**src/rtl/wait_guard_pkg.sv**
```systemverilog
package wait_guard_pkg;
    // Number of ETU folded into one tick of the guard.
    parameter int ETU_PER_TICK = 12;
    // Extra bits needed to hold a clocks-per-ETU value multiplied by ETU_PER_TICK.
    parameter int PERIOD_EXTRA_W = 4;
endpackage

```
**src/rtl/wait_guard_sync.sv**
```systemverilog
module wait_guard_sync (
    input  logic clk,
    input  logic rst_n,
    input  logic line_async,
    output logic line_fall
);
    typedef struct packed {
        logic meta;
        logic sync;
        logic prev;
    } sync_t;

    sync_t s_d, s_q;

    always_comb begin
        s_d.meta = line_async;
        s_d.sync = s_q.meta;
        s_d.prev = s_q.sync;
    end

    always_ff @(posedge clk or negedge rst_n) begin
        if (!rst_n) s_q <= '{meta: 1'b1, sync: 1'b1, prev: 1'b1};
        else        s_q <= s_d;
    end

    assign line_fall = s_q.prev & ~s_q.sync;
endmodule

```
**src/rtl/wait_guard_cfg.sv**
```systemverilog
module wait_guard_cfg #(
    parameter int DATA_W  = 16,
    parameter int PER_W   = 20,
    parameter int DEF_ETU = 372,
    parameter int DEF_WT  = 9600
) (
    input  logic              clk,
    input  logic              rst_n,
    input  logic              etu_wr,
    input  logic [DATA_W-1:0] etu_wdata,
    input  logic              wt_wr,
    input  logic [DATA_W-1:0] wt_wdata,
    output logic [PER_W-1:0]  pend_period,
    output logic [DATA_W-1:0] pend_target
);
    import wait_guard_pkg::*;

    typedef struct packed {
        logic [DATA_W-1:0] etu;
        logic [DATA_W-1:0] wt;
    } cfg_t;

    cfg_t c_d, c_q;

    always_comb begin
        c_d = c_q;
        if (etu_wr) c_d.etu = etu_wdata;
        if (wt_wr)  c_d.wt  = wt_wdata;
    end

    always_ff @(posedge clk or negedge rst_n) begin
        if (!rst_n) c_q <= '{etu: DATA_W'(DEF_ETU), wt: DATA_W'(DEF_WT)};
        else        c_q <= c_d;
    end

    // Derived values are offered continuously; the core samples them at a boundary.
    assign pend_period = PER_W'(c_q.etu) * PER_W'(ETU_PER_TICK);
    assign pend_target = c_q.wt / DATA_W'(ETU_PER_TICK);
endmodule

```
**src/rtl/wait_guard_core.sv**
```systemverilog
module wait_guard_core #(
    parameter int PER_W   = 20,
    parameter int TGT_W   = 16,
    parameter int RST_PER = 4464,
    parameter int RST_TGT = 800
) (
    input  logic             clk,
    input  logic             rst_n,
    input  logic             card_clk_en,
    input  logic             rearm,
    input  logic [PER_W-1:0] pend_period,
    input  logic [TGT_W-1:0] pend_target,
    output logic             half_pulse,
    output logic             expire_pulse,
    output logic             running,
    output logic             wave_out
);
    typedef struct packed {
        logic [PER_W-1:0] presc;
        logic [TGT_W-1:0] tick;
        logic [PER_W-1:0] per;
        logic [TGT_W-1:0] tgt;
        logic             run;
        logic             half;
        logic             exp;
        logic             wave;
    } core_t;

    core_t g_d, g_q;
    logic [PER_W:0] presc_inc;
    logic [TGT_W:0] tick_inc;
    logic           at_wrap;

    always_comb begin
        presc_inc = {1'b0, g_q.presc} + 1'b1;
        tick_inc  = {1'b0, g_q.tick} + 1'b1;
        at_wrap   = presc_inc >= {1'b0, g_q.per};

        g_d      = g_q;
        g_d.half = 1'b0;
        g_d.exp  = 1'b0;

        if (rearm) begin
            // A start bit overrides anything else on this edge.
            g_d.presc = '0;
            g_d.tick  = '0;
            g_d.run   = 1'b1;
            g_d.wave  = 1'b0;
            g_d.per   = pend_period;
            g_d.tgt   = pend_target;
        end else if (g_q.run && card_clk_en) begin
            if (at_wrap) begin
                g_d.presc = '0;
                g_d.wave  = 1'b0;
                g_d.tick  = tick_inc[TGT_W-1:0];
                g_d.per   = pend_period;
                g_d.tgt   = pend_target;
                // The finished tick is judged against the settings it ran with.
                if (tick_inc >= {1'b0, g_q.tgt}) begin
                    g_d.exp = 1'b1;
                    g_d.run = 1'b0;
                end else if (tick_inc == {2'b00, g_q.tgt[TGT_W-1:1]}) begin
                    g_d.half = 1'b1;
                end
            end else begin
                g_d.presc = presc_inc[PER_W-1:0];
                if (presc_inc == {2'b00, g_q.per[PER_W-1:1]}) g_d.wave = 1'b1;
            end
        end
    end

    always_ff @(posedge clk or negedge rst_n) begin
        if (!rst_n) begin
            g_q <= '{presc: '0, tick: '0, per: PER_W'(RST_PER), tgt: TGT_W'(RST_TGT),
                     run: 1'b1, half: 1'b0, exp: 1'b0, wave: 1'b0};
        end else begin
            g_q <= g_d;
        end
    end

    assign half_pulse   = g_q.half;
    assign expire_pulse = g_q.exp;
    assign running      = g_q.run;
    assign wave_out     = g_q.wave;
endmodule

```
**src/rtl/wait_guard_top.sv**
```systemverilog
module wait_guard_top #(
    parameter int DATA_W  = 16,
    parameter int DEF_ETU = 372,
    parameter int DEF_WT  = 9600
) (
    input  logic              clk,
    input  logic              rst_n,
    input  logic              card_clk_en,
    input  logic              io_line,
    input  logic              etu_wr,
    input  logic [DATA_W-1:0] etu_wdata,
    input  logic              wt_wr,
    input  logic [DATA_W-1:0] wt_wdata,
    output logic              half_pulse,
    output logic              expire_pulse,
    output logic              running,
    output logic              wave_out
);
    import wait_guard_pkg::*;

    localparam int PER_W = DATA_W + PERIOD_EXTRA_W;

    logic              io_fall;
    logic [PER_W-1:0]  pend_period;
    logic [DATA_W-1:0] pend_target;

    wait_guard_sync u_sync (
        .clk        (clk),
        .rst_n      (rst_n),
        .line_async (io_line),
        .line_fall  (io_fall)
    );

    wait_guard_cfg #(
        .DATA_W (DATA_W), .PER_W (PER_W), .DEF_ETU (DEF_ETU), .DEF_WT (DEF_WT)
    ) u_cfg (
        .clk         (clk),
        .rst_n       (rst_n),
        .etu_wr      (etu_wr),
        .etu_wdata   (etu_wdata),
        .wt_wr       (wt_wr),
        .wt_wdata    (wt_wdata),
        .pend_period (pend_period),
        .pend_target (pend_target)
    );

    wait_guard_core #(
        .PER_W   (PER_W),
        .TGT_W   (DATA_W),
        .RST_PER (DEF_ETU * ETU_PER_TICK),
        .RST_TGT (DEF_WT / ETU_PER_TICK)
    ) u_core (
        .clk          (clk),
        .rst_n        (rst_n),
        .card_clk_en  (card_clk_en),
        .rearm        (io_fall),
        .pend_period  (pend_period),
        .pend_target  (pend_target),
        .half_pulse   (half_pulse),
        .expire_pulse (expire_pulse),
        .running      (running),
        .wave_out     (wave_out)
    );
endmodule

```
**config.mk**
```make
export PLATFORM = sky130hd
export DESIGN_NAME = wait_guard_top
export DESIGN_NICKNAME = d
export VERILOG_FILES = /design/src/rtl/wait_guard_pkg.sv /design/src/rtl/wait_guard_sync.sv /design/src/rtl/wait_guard_cfg.sv /design/src/rtl/wait_guard_core.sv /design/src/rtl/wait_guard_top.sv
export SDC_FILE = /design/constraint.sdc
export NUM_CORES = 1
export LEC_CHECK = 0
export CELL_PAD_IN_SITES_DETAIL_PLACEMENT = 0
export CELL_PAD_IN_SITES_GLOBAL_PLACEMENT = 2
export CORE_MARGIN = 8
export CORE_UTILIZATION = 35
export CTS_CLUSTER_DIAMETER = 40
export CTS_CLUSTER_SIZE = 8
export DETAILED_ROUTE_END_ITERATION = 10
export PLACE_DENSITY_LB_ADDON = 0.1
export SKIP_LAST_GASP = 1
export SLEW_MARGIN = 20
export SYNTH_ARGS = -nofsm -noshare
export SYNTH_HDL_FRONTEND = slang
export SYNTH_SLANG_ARGS = --single-unit
export TNS_END_PERCENT = 5
```
**constraint.sdc**
```tcl
create_clock -name clk -period 4.3 [get_ports clk]
set_input_delay 0.86 -clock clk [delete_from_list [all_inputs] [get_ports clk]]
set_output_delay 0.86 -clock clk [all_outputs]
set_load 0.005 [all_outputs]
```
==> results of run 1 <==
cell usage after synthesis, drive strengths merged, types with 10 or more instances:
cell type and instances:
dfrtp 83, nand2 70, nor2 66, inv 58, o21ai 57, xnor2 55
ha 51, xor2 37, a21oi 32, clkbuf 24, mux2 24, dfstp 21
nand3 20, a21o 16, buf 15, nand4 15, nor2b 15, nor3 15
nand2b 12, and3 11, a31oi 10, o31ai 10
kinds of logic (layout without fill, tap and decap cells):
| kind of cell | count (synthesis) | in the layout | share of synthesized area [%] |
|---|---|---|---|
| mux | 28 | 28 | 4.18 |
| flops | 104 | 104 | 35.4 |
| buf+inv | 97 | 131 | 5.39 |
| fa+ha+maj | 54 | 54 | 9.13 |
| simple gates | 256 | 256 | 17.3 |
| xor+xnor | 92 | 92 | 11.0 |
| compound gates | 190 | 190 | 17.6 |
power groups by stage:
stage / clock [mW] / combinational [mW] / sequential (mW)
final: 0.918 / 0.922 / 1.24
after global routing: 0.992 / 1.05 / 1.26
after CTS: 0.964 / 0.926 / 1.24
after detailed placement: 0 / 0.920 / 1.26
after global placement: 0 / 0.896 / 1.26
after floorplan: 0 / 0.756 / 1.20
metal layers:
layer | track usage [%] | part of all wire [%]
met3 | 2.60 | 2.3
met5 | 0 | 0
met4 | 3.20 | 1.1
met2 | 20.6 | 43
met1 | 19.3 | 53
repair_timing:
| item | in CTS | in global routing |
|---|---|---|
| buffers inserted | 0 | 1 |
| resized for setup | 0 | 6 |
| hold buffers | 0 | 0 |
| setup endpoints to repair | 0 | 55 |
flip-flops by register name, indices dropped and copies added, names as in the netlist:
register,cells
u_core.running,1
u_cfg.c_q,30
u_sync.s_q,1
u_sync.s_d,2
u_core.g_q,67
u_core.wave_out,1
u_core.expire_pulse,1
u_core.half_pulse,1
metrics by stage:
step                      hold slack (ns)  setup slack, ns
after global placement              0.350            0.199
after floorplan                     0.345            0.263
after CTS                           0.364            0.127
after global routing                0.373         -0.00162
final                               0.361            0.357
after detailed placement            0.353            0.164
final cells by class:
class	instances	area, um2
well taps	275	344
inverters	58	218
repair buffers	57	564
clock inverters	6	90.1
clock buffers	10	239
flip-flops and latches	104	2630
fillers	2144	12400
multi-input cells	620	4430
worst min-delay path by stage:
stage | startpoint | to | slack [ns] | cells past startpoint
2_1_floorplan | u_sync.s_d[1]$_DFF_PN1_ | u_sync.s_d[0]$_DFF_PN1_ | 0.35 | 0
3_3_place_gp | u_sync.s_d[1]$_DFF_PN1_ | u_sync.s_d[0]$_DFF_PN1_ | 0.35 | 0
3_5_place_dp | u_sync.s_d[1]$_DFF_PN1_ | u_sync.s_d[0]$_DFF_PN1_ | 0.35 | 0
4_1_cts | u_sync.s_d[1]$_DFF_PN1_ | u_sync.s_d[0]$_DFF_PN1_ | 0.36 | 0
5_1_grt | u_sync.s_d[1]$_DFF_PN1_ | u_sync.s_d[0]$_DFF_PN1_ | 0.37 | 0
6_report | u_sync.s_d[1]$_DFF_PN1_ | u_sync.s_d[0]$_DFF_PN1_ | 0.36 | 0
==> summary.md, run 1 <==
| Metric | Value |
|---|---|
| Status | finished, final reports clean |
| Drt first pass iters | 5 |
| Crit path capture type | flip-flop |
| Worst min path class | reg -> reg |
| Crit path depth | 19 |
| Initial Util | 35.4% |
| Setup CP Type | reg -> reg |
| Num CTS Buffers | 9 |
| Final #Nets | 940 |
| Core Area | 0.0210 mm2 |
| Mapped Area | 0.00742 mm2 |
| R2r worst-path depth | 19 |
| Initial DRC count | 306 |
| Placed insts | 1113 |
| Post-layout util | 40.6% |
| Max Clock Skew | 0.00815 ns |
| Mean Syn Cell Area | 9.04 um2 |
| Via count | 5732 |
| Fin area | 0.00851 mm2 |
| Hold Vio Cnt, Final | 0 |
| RR Startpoint | u_core.g_q[56]$_DFFE_PN0P_ |
| Setup TNS | 0 ns |
| Post-synthesis net count | 911 |
| Area delta synth->final | 14.6% |
| Non-Filler Instances | 1130 |
| Critical path launch point type | flip-flop |
| GPL Wtd Cong | 0.826 |
| R2R setup slack | 0.36 ns |
| Switching power | 1.01 mW |
| Number of global-route vias before repair | 5687 |
| Num Clock Sinks | 104 |
| Post-DRT Antenna Nets | 0 |
| Final WL | 16.9 mm |
| Main synth FF type | dfrtp_1 |
| Ant diodes | 0 |
| Share of the synthesized area in the top cell type | 28.0% |
| Top fanout value on the critical path | 13 |
| Crit share post-route | 91.7% |
| Port Buffers | 39 |
| Rel. slew slack | 38.1% |
| Crit path max-delay cell type | nor2_1 |
| Dpl hpwl | 12.6 mm |
| Maxcap violations | 0 |
| Layout cell share with drive strength beyond 1 | 13.1% |
| P_int | 2.08 mW |
| Post-synth EDFFs | 0 |
| WP buf/inv | 4 |
| Part of the Yosys area used for sequential elements | 35.4% |
| Netlist cell types | 80 |
| Largest area contributor in the netlist | dfrtp_1 |
| Synth top area cells | dfrtp_1 28%, ha_1 8.6%, dfstp_2 7.4%, xnor2_1 6.5%, xor2_1 4.2% |
| Crit path DAT | 4.17 ns |
| Die height | 162 um |
| Fin crit period | 3.94 ns |
| Yosys warnings | 0 |
| Cells after Synth | 821 |
| CTS Root Cell | clkbuf_16 |
| I/O pin count | 42 |
| CTS tree | done |
| Delay of the slowest critical-path stage | 0.44 ns |
| Asr flop ratio synth | 100% |
| Switch share | 32.7% |
| VDD IR max | 0.266 mV |
| Final setup fails | 0 |
| Overflow after GRT | 0 |
| Family with the most delay on the worst path | simple AND/OR/NAND/NOR gates |
| Total GRT Usage | 13.5% |
| Clock Power Share | 29.8% |
| Latest clock arrival within the worst-skew pair | 0.35 ns |
| Pwr dens | 362 mW/mm2 |
| Die area | 0.0261 mm2 |
| Post-Place Cell Area | 0.00815 mm2 |
| Slew Viols, Final | 0 |
| LEAKAGE | 3.80 nW |
| Register bit total from synthesis | 104 |
| Power, Total | 3.08 mW |
| Sequential power share | 40.3% |
| Fmax | 0.254 GHz |
| Commonest cells after routing, fill and taps aside | 82 x dfrtp_1, 69 x nand2_1, 64 x nor2_1 |
| Last element of the critical path | u_core.g_q[14]$_DFFE_PN0P_ |
| CP startpoint | u_core.g_q[56]$_DFFE_PN0P_ |
| Most common cell after layout, fill and taps aside | dfrtp_1 |
| Tightest Pin Transition | 0.928 ns |
| H-tree depth | 3 |
| Global-route wire length before repair | 29.1 mm |
| WP data required | 4.53 ns |
| Largest net degree at the start of global routing | 70 |
| Critical Path, Cell by Cell | ha_2, and3_1, nand3_1, buf_4, nor2_1, xnor2_1, inv_1, ha_1, o2111ai_1, a21oi_1, a2111oi_0, o21ai_0, a21oi_1, buf_4, nor2_1, nor2_1, buf_6, a211oi_1, a21oi_1 |
| Combinational power share | 29.9% |
| Initial antenna violation count | 0 |
| Clk buf depth | 2 |
| DR vias/cell | 5.07 |
| DR WL/cell | 15.0 um |
| Die X | 162 um |
| DRC | 0 |
| Clk pin slew, worst setup/hold paths | 0.07 ns |
| Site row count | 53 |
| FF-to-FF End | u_core.g_q[14]$_DFFE_PN0P_ |
No activity file was read; power rests on OpenSTA's default activity.
==> run 2: changes to the inputs <==
CTS_CLUSTER_DIAMETER = 100   (was 40)
==> results of run 2 <==
Final layout, timing and power as in run 1 (identical DEF).
